--- src/rtl/wdc_pkg.sv ---
// Package: shared register addresses, control bit positions and constants
// for the counter-compare watchdog. Assumes a byte-wide register port.
package wdc_pkg;
    localparam int unsigned ADDR_W = 3;

    localparam logic [ADDR_W-1:0] A_CTL  = 3'd0;
    localparam logic [ADDR_W-1:0] A_CNTL = 3'd1;
    localparam logic [ADDR_W-1:0] A_CNTH = 3'd2;
    localparam logic [ADDR_W-1:0] A_MODE = 3'd3;
    localparam logic [ADDR_W-1:0] A_OFS  = 3'd4;
    localparam logic [ADDR_W-1:0] A_CMPH = 3'd5;

    localparam int unsigned CTL_RUN  = 0;
    localparam int unsigned CTL_IDLE = 1;
    localparam int unsigned CTL_SRC  = 2;
    localparam int unsigned SRC_W    = 3;
    localparam int unsigned CTL_WDEN = 7;

    // Mode value forced onto the channel while the watchdog owns it.
    localparam logic [7:0] MODE_SWTIMER = 8'h48;
endpackage

--- src/rtl/wdc_ctrl.sv ---
// Control and mode registers. The enable bit and run bit are always
// writable; the idle bit, source field and mode register are locked while
// the current enable value is set. Assumes an 8-bit write data slice.
module wdc_ctrl
    import wdc_pkg::*;
(
    input  logic              clk,
    input  logic              rst_n,
    input  logic              wr_ctl,
    input  logic              wr_mode,
    input  logic [7:0]        wdat,
    output logic              wd_en,
    output logic              run_sw,
    output logic              idle_ctl,
    output logic [SRC_W-1:0]  src_sel,
    output logic [7:0]        mode_reg
);
    // Register update with lockout decided by the pre-write enable value.
    always_ff @(posedge clk) begin
        if (!rst_n) begin
            wd_en    <= 1'b1;
            run_sw   <= 1'b0;
            idle_ctl <= 1'b0;
            src_sel  <= '0;
            mode_reg <= '0;
        end else begin
            if (wr_ctl) begin
                wd_en  <= wdat[CTL_WDEN];
                run_sw <= wdat[CTL_RUN];
                if (!wd_en) begin
                    idle_ctl <= wdat[CTL_IDLE];
                    src_sel  <= wdat[CTL_SRC +: SRC_W];
                end
            end
            if (wr_mode && !wd_en) begin
                mode_reg <= wdat;
            end
        end
    end
endmodule

--- src/rtl/wdc_counter.sv ---
// Shared 2*W-bit counter. Advances on tick when run is high; byte writes
// are honoured only when lock is low and win over the increment.
// hi_step flags the advance that carries into the upper byte.
module wdc_counter #(
    parameter int unsigned W = 8
) (
    input  logic           clk,
    input  logic           rst_n,
    input  logic           tick,
    input  logic           run,
    input  logic           lock,
    input  logic           wr_lo,
    input  logic           wr_hi,
    input  logic [W-1:0]   wdat,
    output logic [2*W-1:0] cnt,
    output logic           hi_step
);
    localparam int unsigned CW = 2 * W;
    localparam logic [CW-1:0] CNT_ONE = 1;

    logic           adv;
    logic [CW-1:0]  cnt_nxt;

    assign adv     = tick && run;
    assign hi_step = adv && (cnt[W-1:0] == {W{1'b1}});

    // Next-state: increment, then unlocked byte loads override.
    always_comb begin
        cnt_nxt = cnt;
        if (adv)            cnt_nxt = cnt + CNT_ONE;
        if (wr_lo && !lock) cnt_nxt[W-1:0]  = wdat;
        if (wr_hi && !lock) cnt_nxt[CW-1:W] = wdat;
    end

    // Counter register.
    always_ff @(posedge clk) begin
        if (!rst_n) cnt <= '0;
        else        cnt <= cnt_nxt;
    end
endmodule

--- src/rtl/wdc_compare.sv ---
// Watchdog compare channel: offset byte, compare byte with service reload,
// and the registered one-cycle reset request. Assumes hi_step is high only
// on the tick that changes the counter upper byte.
module wdc_compare #(
    parameter int unsigned W = 8
) (
    input  logic         clk,
    input  logic         rst_n,
    input  logic         wd_en,
    input  logic         wr_ofs,
    input  logic         wr_cmp,
    input  logic [W-1:0] wdat,
    input  logic [W-1:0] cnt_hi,
    input  logic         hi_step,
    output logic [W-1:0] ofs,
    output logic [W-1:0] cmp_hi,
    output logic         rst_req
);
    localparam logic [W-1:0] ONE = 1;

    logic [W-1:0] hi_next;
    logic [W-1:0] reload;

    assign hi_next = cnt_hi + ONE;
    assign reload  = cnt_hi + ofs;

    // Offset and compare bytes; a compare write services when enabled.
    always_ff @(posedge clk) begin
        if (!rst_n) begin
            ofs    <= '0;
            cmp_hi <= '0;
        end else begin
            if (wr_ofs) ofs <= wdat;
            if (wr_cmp) cmp_hi <= wd_en ? reload : wdat;
        end
    end

    // Reset request: match on the upper-byte step, one cycle wide.
    always_ff @(posedge clk) begin
        if (!rst_n) rst_req <= 1'b0;
        else        rst_req <= wd_en && hi_step && (hi_next == cmp_hi);
    end
endmodule

--- src/rtl/ctr_watchdog.sv ---
// Top: counter-compare watchdog. Decodes the register port, forces the
// counter to run while enabled and muxes read data. Assumes BYTE_W >= 8.
module ctr_watchdog
    import wdc_pkg::*;
#(
    parameter int unsigned BYTE_W = 8
) (
    input  logic              clk,
    input  logic              rst_n,
    input  logic              tick,
    input  logic              wr_en,
    input  logic [ADDR_W-1:0] wr_addr,
    input  logic [BYTE_W-1:0] wr_data,
    input  logic [ADDR_W-1:0] rd_addr,
    output logic [BYTE_W-1:0] rd_data,
    output logic              rst_req
);
    localparam int unsigned CW = 2 * BYTE_W;

    logic              wd_en, run_sw, idle_ctl, hi_step;
    logic [SRC_W-1:0]  src_sel;
    logic [7:0]        mode_reg, ctl_view, mode_view;
    logic [CW-1:0]     cnt;
    logic [BYTE_W-1:0] ofs, cmp_hi;

    wdc_ctrl u_ctrl (
        .clk      (clk),
        .rst_n    (rst_n),
        .wr_ctl   (wr_en && wr_addr == A_CTL),
        .wr_mode  (wr_en && wr_addr == A_MODE),
        .wdat     (wr_data[7:0]),
        .wd_en    (wd_en),
        .run_sw   (run_sw),
        .idle_ctl (idle_ctl),
        .src_sel  (src_sel),
        .mode_reg (mode_reg)
    );

    wdc_counter #(.W(BYTE_W)) u_cnt (
        .clk     (clk),
        .rst_n   (rst_n),
        .tick    (tick),
        .run     (run_sw || wd_en),
        .lock    (wd_en),
        .wr_lo   (wr_en && wr_addr == A_CNTL),
        .wr_hi   (wr_en && wr_addr == A_CNTH),
        .wdat    (wr_data),
        .cnt     (cnt),
        .hi_step (hi_step)
    );

    wdc_compare #(.W(BYTE_W)) u_cmp (
        .clk     (clk),
        .rst_n   (rst_n),
        .wd_en   (wd_en),
        .wr_ofs  (wr_en && wr_addr == A_OFS),
        .wr_cmp  (wr_en && wr_addr == A_CMPH),
        .wdat    (wr_data),
        .cnt_hi  (cnt[CW-1:BYTE_W]),
        .hi_step (hi_step),
        .ofs     (ofs),
        .cmp_hi  (cmp_hi),
        .rst_req (rst_req)
    );

    // Read views of the control byte and the (possibly forced) mode.
    always_comb begin
        ctl_view = '0;
        ctl_view[CTL_WDEN]           = wd_en;
        ctl_view[CTL_RUN]            = run_sw;
        ctl_view[CTL_IDLE]           = idle_ctl;
        ctl_view[CTL_SRC +: SRC_W]   = src_sel;
        mode_view = wd_en ? MODE_SWTIMER : mode_reg;
    end

    // Combinational read multiplexer.
    always_comb begin
        case (rd_addr)
            A_CTL:   rd_data = BYTE_W'(ctl_view);
            A_CNTL:  rd_data = cnt[BYTE_W-1:0];
            A_CNTH:  rd_data = cnt[CW-1:BYTE_W];
            A_MODE:  rd_data = BYTE_W'(mode_view);
            A_OFS:   rd_data = ofs;
            A_CMPH:  rd_data = cmp_hi;
            default: rd_data = '0;
        endcase
    end
endmodule

--- config.mk ---
export PLATFORM = sky130hd
export DESIGN_NAME = ctr_watchdog
export DESIGN_NICKNAME = d
export VERILOG_FILES = /design/src/rtl/wdc_pkg.sv /design/src/rtl/wdc_ctrl.sv /design/src/rtl/wdc_counter.sv /design/src/rtl/wdc_compare.sv /design/src/rtl/ctr_watchdog.sv
export SDC_FILE = /design/constraint.sdc
export NUM_CORES = 1
export LEC_CHECK = 0
export BUFFER_PORTS_ARGS = -buffer_cell sky130_fd_sc_hd__buf_2
export CELL_PAD_IN_SITES_DETAIL_PLACEMENT = 1
export CELL_PAD_IN_SITES_GLOBAL_PLACEMENT = 2
export CORE_MARGIN = 8
export CORE_UTILIZATION = 36
export CTS_CLUSTER_DIAMETER = 30
export CTS_CLUSTER_SIZE = 40
export DETAILED_ROUTE_END_ITERATION = 8
export PLACE_DENSITY_LB_ADDON = 0.12
export SETUP_SLACK_MARGIN = 0.3
export SYNTH_ARGS = -nofsm -noshare
export SYNTH_HDL_FRONTEND = slang
export SYNTH_SLANG_ARGS = --single-unit
--- constraint.sdc ---
create_clock -name clk -period 2 [get_ports clk]
set_input_delay 0 -clock clk [delete_from_list [all_inputs] [get_ports clk]]
set_output_delay 0 -clock clk [all_outputs]
set_load 0.005 [all_outputs]
Yosys cells after proc, flatten, opt, wreduce, memory -nomap -nowiden --
Index checks and enable logic that the tools add are counted.
Cells by class: add/sub/neg operators 3, bitwise logic cells 1, eq/ne operators 12, multiplexer cells 6, reduce and logical (&&, ||, !) cells 20
Operator list (number):
- 8-bit case mux with 6 select lines | 1
- 8-bit 2-to-1 mux | 4
- 16-bit by 1-bit adder with 16-bit output (second input constant) | 1
- 16-bit 2-to-1 mux | 1
- 1-bit logical AND | 13
- 3-bit by 2-bit == test with 1-bit output (second input constant) | 4
- 3-bit == test (second input constant) | 4
- 8-bit by 1-bit adder with 8-bit output (second input constant) | 1
- 8-bit adder | 1
- 8-bit == test | 1
- 8-bit == test (second input constant) | 1
- 3-bit by 1-bit == test with 1-bit output (second input constant) | 2
- 3-bit logical NOT | 2
- 2-bit nonzero test | 2
- 2-bit AND reduction | 1
- 1-bit logical NOT | 1
- 1-bit logical OR | 1
- 1-bit NOT | 1
Storage, ports and cells: word-level logic and storage cells 52, register bits 47, output and inout port bits 9

Longest topological paths before layout --
word-level depth 5, depth in mapped cells 8

Modules after synthesis --
A second synthesis with hierarchy kept.
Unflattened totals: cells, all modules 366, area total of the unflattened synthesis 3224.3 um^2
Modules (own cells, without submodules):
- wdc_compare | seq. area each 340.3 um^2, instances 1, cells each 144, area an instance 1249.9 um^2
- wdc_counter | seq. area each 320.3 um^2, instances 1, cells each 100, area an instance 894.6 um^2
- wdc_ctrl | seq. area each 280.3 um^2, instances 1, cells each 56, area an instance 549.3 um^2
- ctr_watchdog | seq. area each 0.0 um^2, instances 1, cells each 66, area an instance 530.5 um^2

Worst setup path after synthesis --
OpenSTA, ideal clock, no wires.
path type register to register, start point reg u_cnt.cnt[8], end point reg u_cmp.cmp_hi[6], library setup time 91 ps, stages on the path, launching flop included 9, arrival time 1717 ps, path buffers 0, setup slack 192 ps, cell sequence dfxtp_1 -> ha_1 -> inv_1 -> fa_1 -> nor2b_1 -> o2111ai_1 -> nand4b_1 -> xnor2_1 -> a311oi_1
Between the ends: word-level cells in the longest chain between the ends 2
RTL lines:
- start: declaration | line wdc_counter.sv:15 | output logic [2*W-1:0] cnt,
- start signal: assignment | line wdc_counter.sv:38 | else cnt <= cnt_nxt;
- 8-bit adder | line wdc_compare.sv:25 | assign reload = cnt_hi + ofs;
- 8-bit 2-to-1 mux | line wdc_compare.sv:34 | if (wr_cmp) cmp_hi <= wd_en ? reload : wdat;
- end signal: assignment | line wdc_compare.sv:34
- end: declaration | line wdc_compare.sv:16 | output logic [W-1:0] cmp_hi,
Every way passes these cells. A chain may end at the register's enable or synchronous reset.

Final worst setup path --
start point reg u_cmp.ofs[2], end point reg u_cmp.cmp_hi[4]
Between the ends: word-level cells in the longest chain between the ends 2
RTL lines:
- start: declaration | line wdc_compare.sv:15 | output logic [W-1:0] ofs,
- start signal: assignment | line wdc_compare.sv:33 | if (wr_ofs) ofs <= wdat;
- 8-bit adder | line wdc_compare.sv:25
- 8-bit 2-to-1 mux | line wdc_compare.sv:34
Every way passes these cells.

==> flow_summary.toml <==
[cts]
cts_buffers = 5
clockBufferDepth = 2
clkSinkCount = 47
clk_pin_slew_ns = 0.11
cts_tree = "done"
h-tree-depth = 2
root_buffer = "clkbuf_8"
clock_latency_ns = 0.32

[yosys]
yosys_warnings = 0
synth_nets = 379
async_reset_ff_share_pct = 0
dominantRegCellSynth = "dfxtp_1"
synth.distinct_cells = 46
synth_area_leaders = "dfxtp_1 (32%), mux2i_1 (9.9%), nor2_1 (7.1%)"
yosysSeqAreaShare_pct = 32.16
yosys.area.top_type_share_pct = 32.16
synth_top_area_cell = "dfxtp_1"
avgSynthCellArea_sq_um = 8.334
synth_edf_count = 0
synth_area_sq_um = 2925
ys_seq_elements = 47
synth_cells = 351

[global_routing]
grt_pass1_wl_microns = 16610
first_global_vias = 2906
grt_overflow = 0
grt_start_max_net_pins = 27
antenna_found_initial = 0
grt_usage_pct = 18.62

[worst_hold_path]
holdPathStages = 3
hp-class = "in2reg"

[setup_path]
slowest_stage = "dfxtp_1"
cp_top_family = "simple AND/OR/NAND/NOR gates"
cp-start-kind = "register"
rr_worst_depth = 6
cp_slowest_stage_delay_ns = 0.45
cp.arrival_ns = 1.89
crit_required_ns = 2.20
worstPathMaxFanout = 4
crit_chain = "ha_4 -> nor2b_2 -> o21a_1 -> or3_1 -> a31oi_1 -> a21oi_1"
cp_num_buf_inv = 0
path_depth = 6
critPathCaptureType = "register"
critPathKind = "reg2reg"

[sta]
finalSetupViolCount = 0
fmax_mhz = 592.0
period_share_pct = 84.45
hold_viol = 0
worst_slack_ns = 0.3109
grt_setup_unrepaired = "true"
finClkSkew_ns = 0.01106
slew_headroom_pct = 60.99
tightest_slew_ns = 0.5845
min_period_ns = 1.689
slew_viol_final = 0
finalSetupTns_ns = 0

[placed_design]
place_hpwl_microns = 7743
numPortBuffers = 26
gp_congestion = 0.8379
dp_slack_ns = 0.1897

[finish]
syn_to_final_growth_pct = 25.19
n_antenna_cell = 0
top_register = "u_cnt.cnt"
fin_nets = 423
drive_gt1_share_pct = 28.03
largest_register_ffs = 16

[detailed_routing]
vias = 2856
firstDrtPassIters = 4
drt_iter0_markers = 106
via_per_inst = 5.701
drtAntennaViolNets = 0
drc = 0
wl_per_cell_microns = 21.21
routed_wl_microns = 10630

[status]
status = "complete, no violations"

[power_and_ir_drop]
p_leak_nw = 1.366
powerDensity_nw_per_um2 = 520.3
ir_drop_mv = 0.2396

[die]
io_pins = 27
dieArea_sq_um = 11270
initial_utilization_pct = 36.33
coreArea_sq_um = 8051
die_w_microns = 106.1
die_y_microns = 106.1
rows = 33

[run]
drv_cap = 0
[layer usage]
layer  share of wire (%)  up-vias  global-route usage (%)
met5                   0        -                       0
met4                 1.3        0                   4.925
met3                 3.5       10                   3.025
met2                  48       52                   30.43
met1                  47     1438                   24.79
li1                    -     1356                       -
[stage by stage]
stage	hold WS, ns	cells	utilization [%]	power, mW	instance area, sq um
2_1_floorplan	0.1284	351	-	1.087	2934
3_3_place_gp	0.3265	480	40.67	1.179	3274
3_5_place_dp	0.3378	480	40.67	1.181	3274
4_1_cts	0.008940	491	43.19	1.900	3477
5_1_grt	0.02682	501	45.49	1.977	3662
6_report	0.01737	501	45.49	1.905	3662
[final timing paths]
check	start	slack [ns]	end
setup reg to reg	u_cmp.ofs[2]	0.31	u_cmp.cmp_hi[4]
hold / removal	wr_data[6]	0.02	u_ctrl.mode_reg[6]
hold reg to reg	u_ctrl.mode_reg[2]	0.51	u_ctrl.mode_reg[2]
setup / recovery	u_cmp.ofs[2]	0.31	u_cmp.cmp_hi[4]
[power by group]
group          total, mW  switching (mW)  leakage [nW]  internal [mW]
clock              0.720           0.390        0.0569          0.330
sequential         0.968          0.0195         0.385          0.948
combinational      0.217           0.134         0.925         0.0825
[area by class of cell]
| type | instances | area [sq um] |
|---|---|---|
| clock buffer | 6 | 93.84 |
| clock inverter | 2 | 17.52 |
| fill | 973 | 4389 |
| inverter | 7 | 26.28 |
| multi-input combinational | 275 | 2013 |
| sequential | 47 | 962.2 |
| tap | 105 | 131.4 |
| timing repair buffer | 59 | 417.9 |
[Yosys cell counts, types with 7 or more instances]
cell type / count
a211oi_1: 17
a21oi_1: 19
clkbuf_1: 14
dfxtp_1: 47
ha_1: 9
inv_1: 7
mux2i_1: 29
nand2_1: 16
nand3_1: 8
nor2_1: 55
nor3_1: 7
o21ai_0: 17
xnor2_1: 23
xor2_1: 8
[cells by family (layout without fill, tap and decap cells)]
family	after synthesis	count (layout)	synth area share [%]
buf+inv	29	74	3.935
compound gates	83	83	18.44
fa+ha+maj	10	10	4.534
simple gates	118	118	19.80
mux	33	33	11.85
flops	47	47	32.16
xor+xnor	31	31	9.281
[worst register-to-register path, stage by stage, from the launching register on]
cell	delay [ns]
dfxtp_1	0.45
ha_4	0.25
nor2b_2	0.16
o21a_1	0.18
or3_1	0.30
a31oi_1	0.17
a21oi_1	0.08
[cell usage in the layout, fill, tap and decap left out, types with 8 or more instances in the layout]
cell	synthesis	layout
xor2_1	8	8
nand3_1	8	8
nand2_1	16	16
buf_2	5	26
a211oi_1	17	13
buf_4	0	27
xnor2_1	23	22
mux2i_1	29	29
dfxtp_1	47	36
o21ai_0	17	14
dfxtp_2	0	8
a21oi_1	19	18
nor2_1	55	55
[what timing repair did]
| action | CTS | global route |
|---|---|---|
| endpoints found under the hold margin | 0 | 0 |
| resized for setup | 22 | 29 |
| buffers inserted | 3 | 10 |
| hold buffers | 0 | 0 |
| gates cloned | 0 | 0 |
| pin swaps | 10 | 11 |
| setup endpoints to repair | 19 | 23 |
Power figures use the tool's default switching activity.
